## src/rtl/mdm_pkg.sv

```systemverilog
package mdm_pkg;
   localparam int LINE_CNT  = 3;
   localparam int IDX_DCD   = 0;
   localparam int IDX_DSR   = 1;
   localparam int IDX_CTS   = 2;
   localparam int FLAG_LSB  = 5;
   localparam int LEVEL_LSB = 2;
   localparam int CTL_RTS   = 7;
   localparam int CTL_DTR   = 6;
   localparam int CTL_ECHO  = 2;
   localparam int CTL_TEST  = 1;

   typedef enum logic [1:0] {
      SEL_STATUS = 2'd0,
      SEL_CTRL   = 2'd1,
      SEL_ENABLE = 2'd2,
      SEL_NONE   = 2'd3
   } reg_sel_e;

   typedef struct packed {
      logic rts;
      logic dtr;
      logic echo;
      logic test;
   } ctrl_t;
endpackage

```

## src/rtl/mdm_sync.sv

```systemverilog
module mdm_sync #(
   parameter int   STAGES  = 2,
   parameter logic RST_VAL = 1'b0
) (
   input  logic clk,
   input  logic rst_n,
   input  logic din,
   output logic dout
);
   generate
      if (STAGES < 2) begin : g_bad
         $error("mdm_sync needs at least two stages");
      end
   endgenerate

   logic [STAGES-1:0] chain;

   always_ff @(posedge clk) begin
      if (!rst_n) chain <= {STAGES{RST_VAL}};
      else        chain <= {chain[STAGES-2:0], din};
   end

   assign dout = chain[STAGES-1];
endmodule

```

## src/rtl/mdm_edge_flag.sv

```systemverilog
module mdm_edge_flag (
   input  logic clk,
   input  logic rst_n,
   input  logic sample,
   input  logic clr,
   output logic flag
);
   logic prev;
   logic set;

   assign set = sample ^ prev;

   always_ff @(posedge clk) begin
      if (!rst_n) begin
         prev <= 1'b0;
         flag <= 1'b0;
      end else begin
         prev <= sample;
         flag <= set | (flag & ~clr);
      end
   end

   assert_flag_sticky_R3: assert property (@(posedge clk) disable iff (!rst_n)
      (flag && !clr) |=> flag);
   assert_flag_clear_R4: assert property (@(posedge clk) disable iff (!rst_n)
      (clr && $stable(sample)) |=> !flag);
   assert_set_wins_R5: assert property (@(posedge clk) disable iff (!rst_n)
      (clr && !$stable(sample)) |=> flag);
endmodule

```

## src/rtl/mdm_loop.sv

```systemverilog
module mdm_loop #(
   parameter logic IDLE_LVL = 1'b1
) (
   input  logic clk,
   input  logic rst_n,
   input  logic echo_en,
   input  logic test_en,
   input  logic line_rx,
   input  logic core_tx,
   output logic line_tx,
   output logic core_rx
);
   always_comb begin
      if (test_en) begin
         line_tx = IDLE_LVL;
         core_rx = core_tx;
      end else if (echo_en) begin
         line_tx = line_rx;
         core_rx = line_rx;
      end else begin
         line_tx = core_tx;
         core_rx = line_rx;
      end
   end

   assert_test_loop_R10: assert property (@(posedge clk) disable iff (!rst_n)
      test_en |-> (line_tx == IDLE_LVL && core_rx == core_tx));
   assert_echo_path_R9: assert property (@(posedge clk) disable iff (!rst_n)
      (echo_en && !test_en) |-> (line_tx == line_rx));
endmodule

```

## src/rtl/mdm_ctl_top.sv

```systemverilog
module mdm_ctl_top #(
   parameter int ADDR_W      = 2,
   parameter int DATA_W      = 8,
   parameter int SYNC_STAGES = 2
) (
   input  logic              clk,
   input  logic              rst_n,
   input  logic [ADDR_W-1:0] reg_addr,
   input  logic              reg_wr,
   input  logic [DATA_W-1:0] reg_wdata,
   output logic [DATA_W-1:0] reg_rdata,
   input  logic              cts_in,
   input  logic              dsr_in,
   input  logic              dcd_in,
   output logic              rts_out,
   output logic              dtr_out,
   output logic              irq,
   input  logic              line_rx_pin,
   output logic              line_tx_pin,
   input  logic              core_tx_bit,
   output logic              core_rx_bit
);
   import mdm_pkg::*;

   localparam int FLAG_MSB  = FLAG_LSB + LINE_CNT - 1;
   localparam int LEVEL_MSB = LEVEL_LSB + LINE_CNT - 1;

   generate
      if (ADDR_W < 2) begin : g_bad_addr
         $error("mdm_ctl_top needs ADDR_W of at least 2");
      end
      if (DATA_W < 8) begin : g_bad_data
         $error("mdm_ctl_top needs DATA_W of at least 8");
      end
   endgenerate

   // address decode: upper address bits, when present, must be zero
   reg_sel_e sel;
   logic     in_range;
   generate
      if (ADDR_W == 2) begin : g_addr_exact
         assign in_range = 1'b1;
      end else begin : g_addr_wide
         assign in_range = ~|reg_addr[ADDR_W-1:2];
      end
   endgenerate
   assign sel = in_range ? reg_sel_e'(reg_addr[1:0]) : SEL_NONE;

   logic [LINE_CNT-1:0] pins;
   logic [LINE_CNT-1:0] levels;
   logic [LINE_CNT-1:0] flags;
   logic [LINE_CNT-1:0] clr_vec;
   logic [LINE_CNT-1:0] enables;
   ctrl_t               ctrl;

   assign pins[IDX_CTS] = cts_in;
   assign pins[IDX_DSR] = dsr_in;
   assign pins[IDX_DCD] = dcd_in;

   assign clr_vec = (reg_wr && sel == SEL_STATUS) ? reg_wdata[FLAG_MSB:FLAG_LSB]
                                                   : '0;

   for (genvar i = 0; i < LINE_CNT; i++) begin : g_line
      mdm_sync #(.STAGES(SYNC_STAGES), .RST_VAL(1'b0)) u_sync (
         .clk (clk),
         .rst_n (rst_n),
         .din (pins[i]),
         .dout (levels[i])
      );
      mdm_edge_flag u_flag (
         .clk (clk),
         .rst_n (rst_n),
         .sample (levels[i]),
         .clr (clr_vec[i]),
         .flag (flags[i])
      );
   end

   always_ff @(posedge clk) begin
      if (!rst_n) begin
         ctrl    <= '0;
         enables <= '0;
      end else if (reg_wr) begin
         if (sel == SEL_CTRL) begin
            ctrl.rts  <= reg_wdata[CTL_RTS];
            ctrl.dtr  <= reg_wdata[CTL_DTR];
            ctrl.echo <= reg_wdata[CTL_ECHO];
            ctrl.test <= reg_wdata[CTL_TEST];
         end
         if (sel == SEL_ENABLE) enables <= reg_wdata[FLAG_MSB:FLAG_LSB];
      end
   end

   always_comb begin
      reg_rdata = '0;
      unique case (sel)
         SEL_STATUS: begin
            reg_rdata[FLAG_MSB:FLAG_LSB]   = flags;
            reg_rdata[LEVEL_MSB:LEVEL_LSB] = levels;
         end
         SEL_CTRL: begin
            reg_rdata[CTL_RTS]  = ctrl.rts;
            reg_rdata[CTL_DTR]  = ctrl.dtr;
            reg_rdata[CTL_ECHO] = ctrl.echo;
            reg_rdata[CTL_TEST] = ctrl.test;
         end
         SEL_ENABLE: reg_rdata[FLAG_MSB:FLAG_LSB] = enables;
         default:    reg_rdata = '0;
      endcase
   end

   logic unused_wdata;
   assign unused_wdata = ^{reg_wdata};

   assign rts_out = ctrl.rts;
   assign dtr_out = ctrl.dtr;
   assign irq     = |(flags & enables);

   mdm_loop #(.IDLE_LVL(1'b1)) u_loop (
      .clk (clk),
      .rst_n (rst_n),
      .echo_en (ctrl.echo),
      .test_en (ctrl.test),
      .line_rx (line_rx_pin),
      .core_tx (core_tx_bit),
      .line_tx (line_tx_pin),
      .core_rx (core_rx_bit)
   );

   assert_irq_masked_R8: assert property (@(posedge clk) disable iff (!rst_n)
      (enables == '0) |-> !irq);
   assert_rts_follows_R6: assert property (@(posedge clk) disable iff (!rst_n)
      (reg_wr && sel == SEL_CTRL) |=> (rts_out == $past(reg_wdata[CTL_RTS])));
endmodule

```

## config.mk

```make
export PLATFORM = sky130hd
export DESIGN_NAME = mdm_ctl_top
export DESIGN_NICKNAME = d
export VERILOG_FILES = /design/src/rtl/mdm_pkg.sv /design/src/rtl/mdm_sync.sv /design/src/rtl/mdm_edge_flag.sv /design/src/rtl/mdm_loop.sv /design/src/rtl/mdm_ctl_top.sv
export SDC_FILE = /design/constraint.sdc
export NUM_CORES = 1
export LEC_CHECK = 0
export BUFFER_PORTS_ARGS = -buffer_cell sky130_fd_sc_hd__buf_4
export CELL_PAD_IN_SITES_DETAIL_PLACEMENT = 0
export CELL_PAD_IN_SITES_GLOBAL_PLACEMENT = 1
export CORE_MARGIN = 2
export CORE_UTILIZATION = 32
export DETAILED_ROUTE_END_ITERATION = 8
export PLACE_DENSITY_LB_ADDON = 0.1
export SLEW_MARGIN = 15
export SYNTH_ARGS = -nofsm -noshare
export SYNTH_HDL_FRONTEND = slang
export SYNTH_SLANG_ARGS = --single-unit
```

## constraint.sdc

```tcl
create_clock -name clk -period 0.8 [get_ports clk]
set_input_delay 0.12 -clock clk [delete_from_list [all_inputs] [get_ports clk]]
set_output_delay 0.12 -clock clk [all_outputs]
set_load 0.05 [all_outputs]
```

==> flow_summary.yaml <==
floorplanning:
  die_y_um: 56.2
  ioPinCount: 31
  coreArea_mm2: 0.00252
  num_rows: 18
  start_util_pct: 34.6
  die_area_mm2: 0.00316
  die_x_um: 56.2
critical_path:
  cp_slowest_cell: "a222oi_1"
  slowest_delay_ns: 0.36
  start_kind: "flip-flop"
  crit_fanout: 2
  arrival_ns: 1.22
  crit_path_end_kind: "output pin"
  critical_path.cell_chain: "a222oi_1, inv_2, buf_6"
  critPathKind: "flip-flop to output pin"
  cp.required_ns: 0.68
clock_network:
  cts_tree: "done"
  insertion_delay_ns: 0.30
  clock_path_buffers: 2
  clock-sinks: 19
  cts-root-buf: "clkbuf_4"
  cts-buffers-inserted: 3
  clk_pin_slew_ns: 0.11
  htree_num_levels: 1
grt:
  track_usage_pct: 14.1
  grt_busiest_layer: "met2"
  grt_max_degree: 28
  grtUsageMet2_pct: 23.5
  grt_first_pass_wirelength_um: 3470
  antenna_found_initial: 0
  gr-total-overflow: 0
  met3_usage_pct: 4.88
  grtUsageMet1_pct: 17.1
  grt_pass1_vias: 756
status:
  violations: "negative setup slack"
  status: "finished, violations left"
route:
  via_per_inst: 4.81
  routedWlPerCell_um: 13.0
  drc: 0
  wl_um: 2090
  drt_iter0_drc: 9
  drtAntennaViolNets: 0
  firstDrtPassIters: 4
  dr_total_vias: 775
sta:
  fin_ws_ns: -0.536
  rsz0062_at_grt: "yes"
  slew_violations: 0
  fin_setup_tns_ns: -4.78
  setup_viol: 14
  fin_crit_sh_pct: 167
  min_period_ns: 1.34
  fin_skew_ns: 0.000368
  max_freq_ghz: 0.748
  whs_ns: 0.0173
  hold_viol_final: 0
synth:
  synth_cells: 86
  synth_warnings: 0
  yosysUniqueCellTypes: 21
  yosys.area.top_type: "dfxtp_1"
  synth_common_cells: "dfxtp_1, nand2_1, mux2i_1"
  syn-cell-area_um2: 873
  synth_seq_cells: 19
  synth_edf_count: 0
  syn-num-nets: 104
  synth-seq-area-share_pct: 43.6
  ys.flop_type: "dfxtp_1"
  synthArstFlopShare_pct: 0
  avgSynthCellArea_um2: 10.2
  synth.area.top_cells: "dfxtp_1, mux2i_1, and2_1"
  synth_top_area_share_pct: 43.6
  yosysMostFrequentCell: "dfxtp_1"
placed_design:
  place_area_mm2: 0.00130
  gp_congestion: 0.757
  hpwl_um: 1530
  io_buffer_count: 26
hold_path:
  min_path_type: "input pin to flip-flop"
layout:
  synthToLayoutAreaGrowth_pct: 73.2
  stdcell_area_mm2: 0.00151
  diodes: 0
  nets: 150
  drive_gt1_share_pct: 63.4
  utilization_pct: 60.0
  nFillCells: 224
power:
  ir_drop_uv: 1340
  power_density_mw_per_mm2: 1350
  leakage_uw: 0.000674
flow_run:
  cap_violations: 0
==> power by group <==
part / total (µW) / internal [µW] / switching (µW)
clock network: 495 / 187 / 309
logic: 525 / 271 / 254
registers: 1020 / 982 / 35.2
==> stage by stage <==
step	total power [µW]	worst slack, ns	std cells
floorplan	1330	-0.171	86
global placement	1480	-0.211	152
detailed placement	1490	-0.240	152
CTS	2050	-0.554	158
global route	2140	-0.607	161
finish	2040	-0.536	161
==> placed cells by master (no fill, tap or decap), types with 4 or more instances in the layout <==
| cell type | netlist | layout |
|---|---|---|
| dfxtp_2 | 0 | 7 |
| mux2i_1 | 11 | 7 |
| buf_4 | 3 | 27 |
| and2_1 | 9 | 8 |
| dfxtp_4 | 0 | 6 |
| nand2_1 | 15 | 15 |
| buf_6 | 2 | 15 |
| buf_8 | 0 | 4 |
| dfxtp_1 | 19 | 6 |
| mux2i_4 | 0 | 4 |
==> area by class of cell <==
cell class              count  area (µm²)  area share [%]
multi-input cells          59         581            38.4
repair buffers             48         452            29.9
flip-flops and latches     19         412            27.2
well taps                  30        37.5            2.48
clock buffers               3        22.5            1.49
clock inverters             1        5.00           0.331
inverters                   1        3.75           0.248
==> metal layers <==
| layer | vias up | part of all wire (%) | wire [µm] |
|---|---|---|---|
| li1 | 382 | - | - |
| met1 | 364 | 44 | 920 |
| met2 | 27 | 50 | 1040 |
| met3 | 2 | 5.2 | 109 |
| met4 | 0 | 0.72 | 15 |
| met5 | - | 0 | 0 |
==> registers in the layout (all words and copies together), names as in the netlist <==
name and cells:
rts_out 1, dtr_out 1, g_line.u_flag.prev 3, g_line.u_sync.chain 6, enables 3, ctrl 2, g_line.u_flag.flag 3
==> path summary, 6_finish.rpt <==
check / end / slack [ns] / from / depth (start not counted)
max: irq / -0.54 / enables[2] / 3
max reg2reg: g_line[0].u_flag.flag / -0.15 / g_line[0].u_sync.chain[1] / 4
min reg2reg: g_line[0].u_sync.chain[1] / 0.44 / g_line[0].u_sync.chain[0] / 1
min: g_line[1].u_sync.chain[0] / 0.02 / dsr_in / 2
==> worst max-delay path: cells and delay by family (launching register included) <==
kind,cells,cell delay (ns)
AOI/OAI and AO/OA,1,0.36
DFF,1,0.33
buffers and inverters,2,0.22
==> logic make-up after synthesis <==
| logic type | count (synthesis) | synth area share (%) |
|---|---|---|
| and+or+nand+nor | 36 | 25.2 |
| DFF | 19 | 43.6 |
| muxes | 12 | 13.9 |
| buffers and inverters | 8 | 6.73 |
| AOI/OAI and AO/OA | 7 | 7.16 |
| xor gates and xnor gates | 3 | 3.01 |
| other | 1 | 0.429 |
==> repair_timing <==
item                       in CTS  in global routing
hold buffers                    0                  2
setup endpoints to repair      14                 15
buffers inserted                2                  2
hold endpoints to repair        0                  2
resized for setup              27                  9
pin swaps                       4                  1
Note: power is estimated with default switching activity, not from simulation.
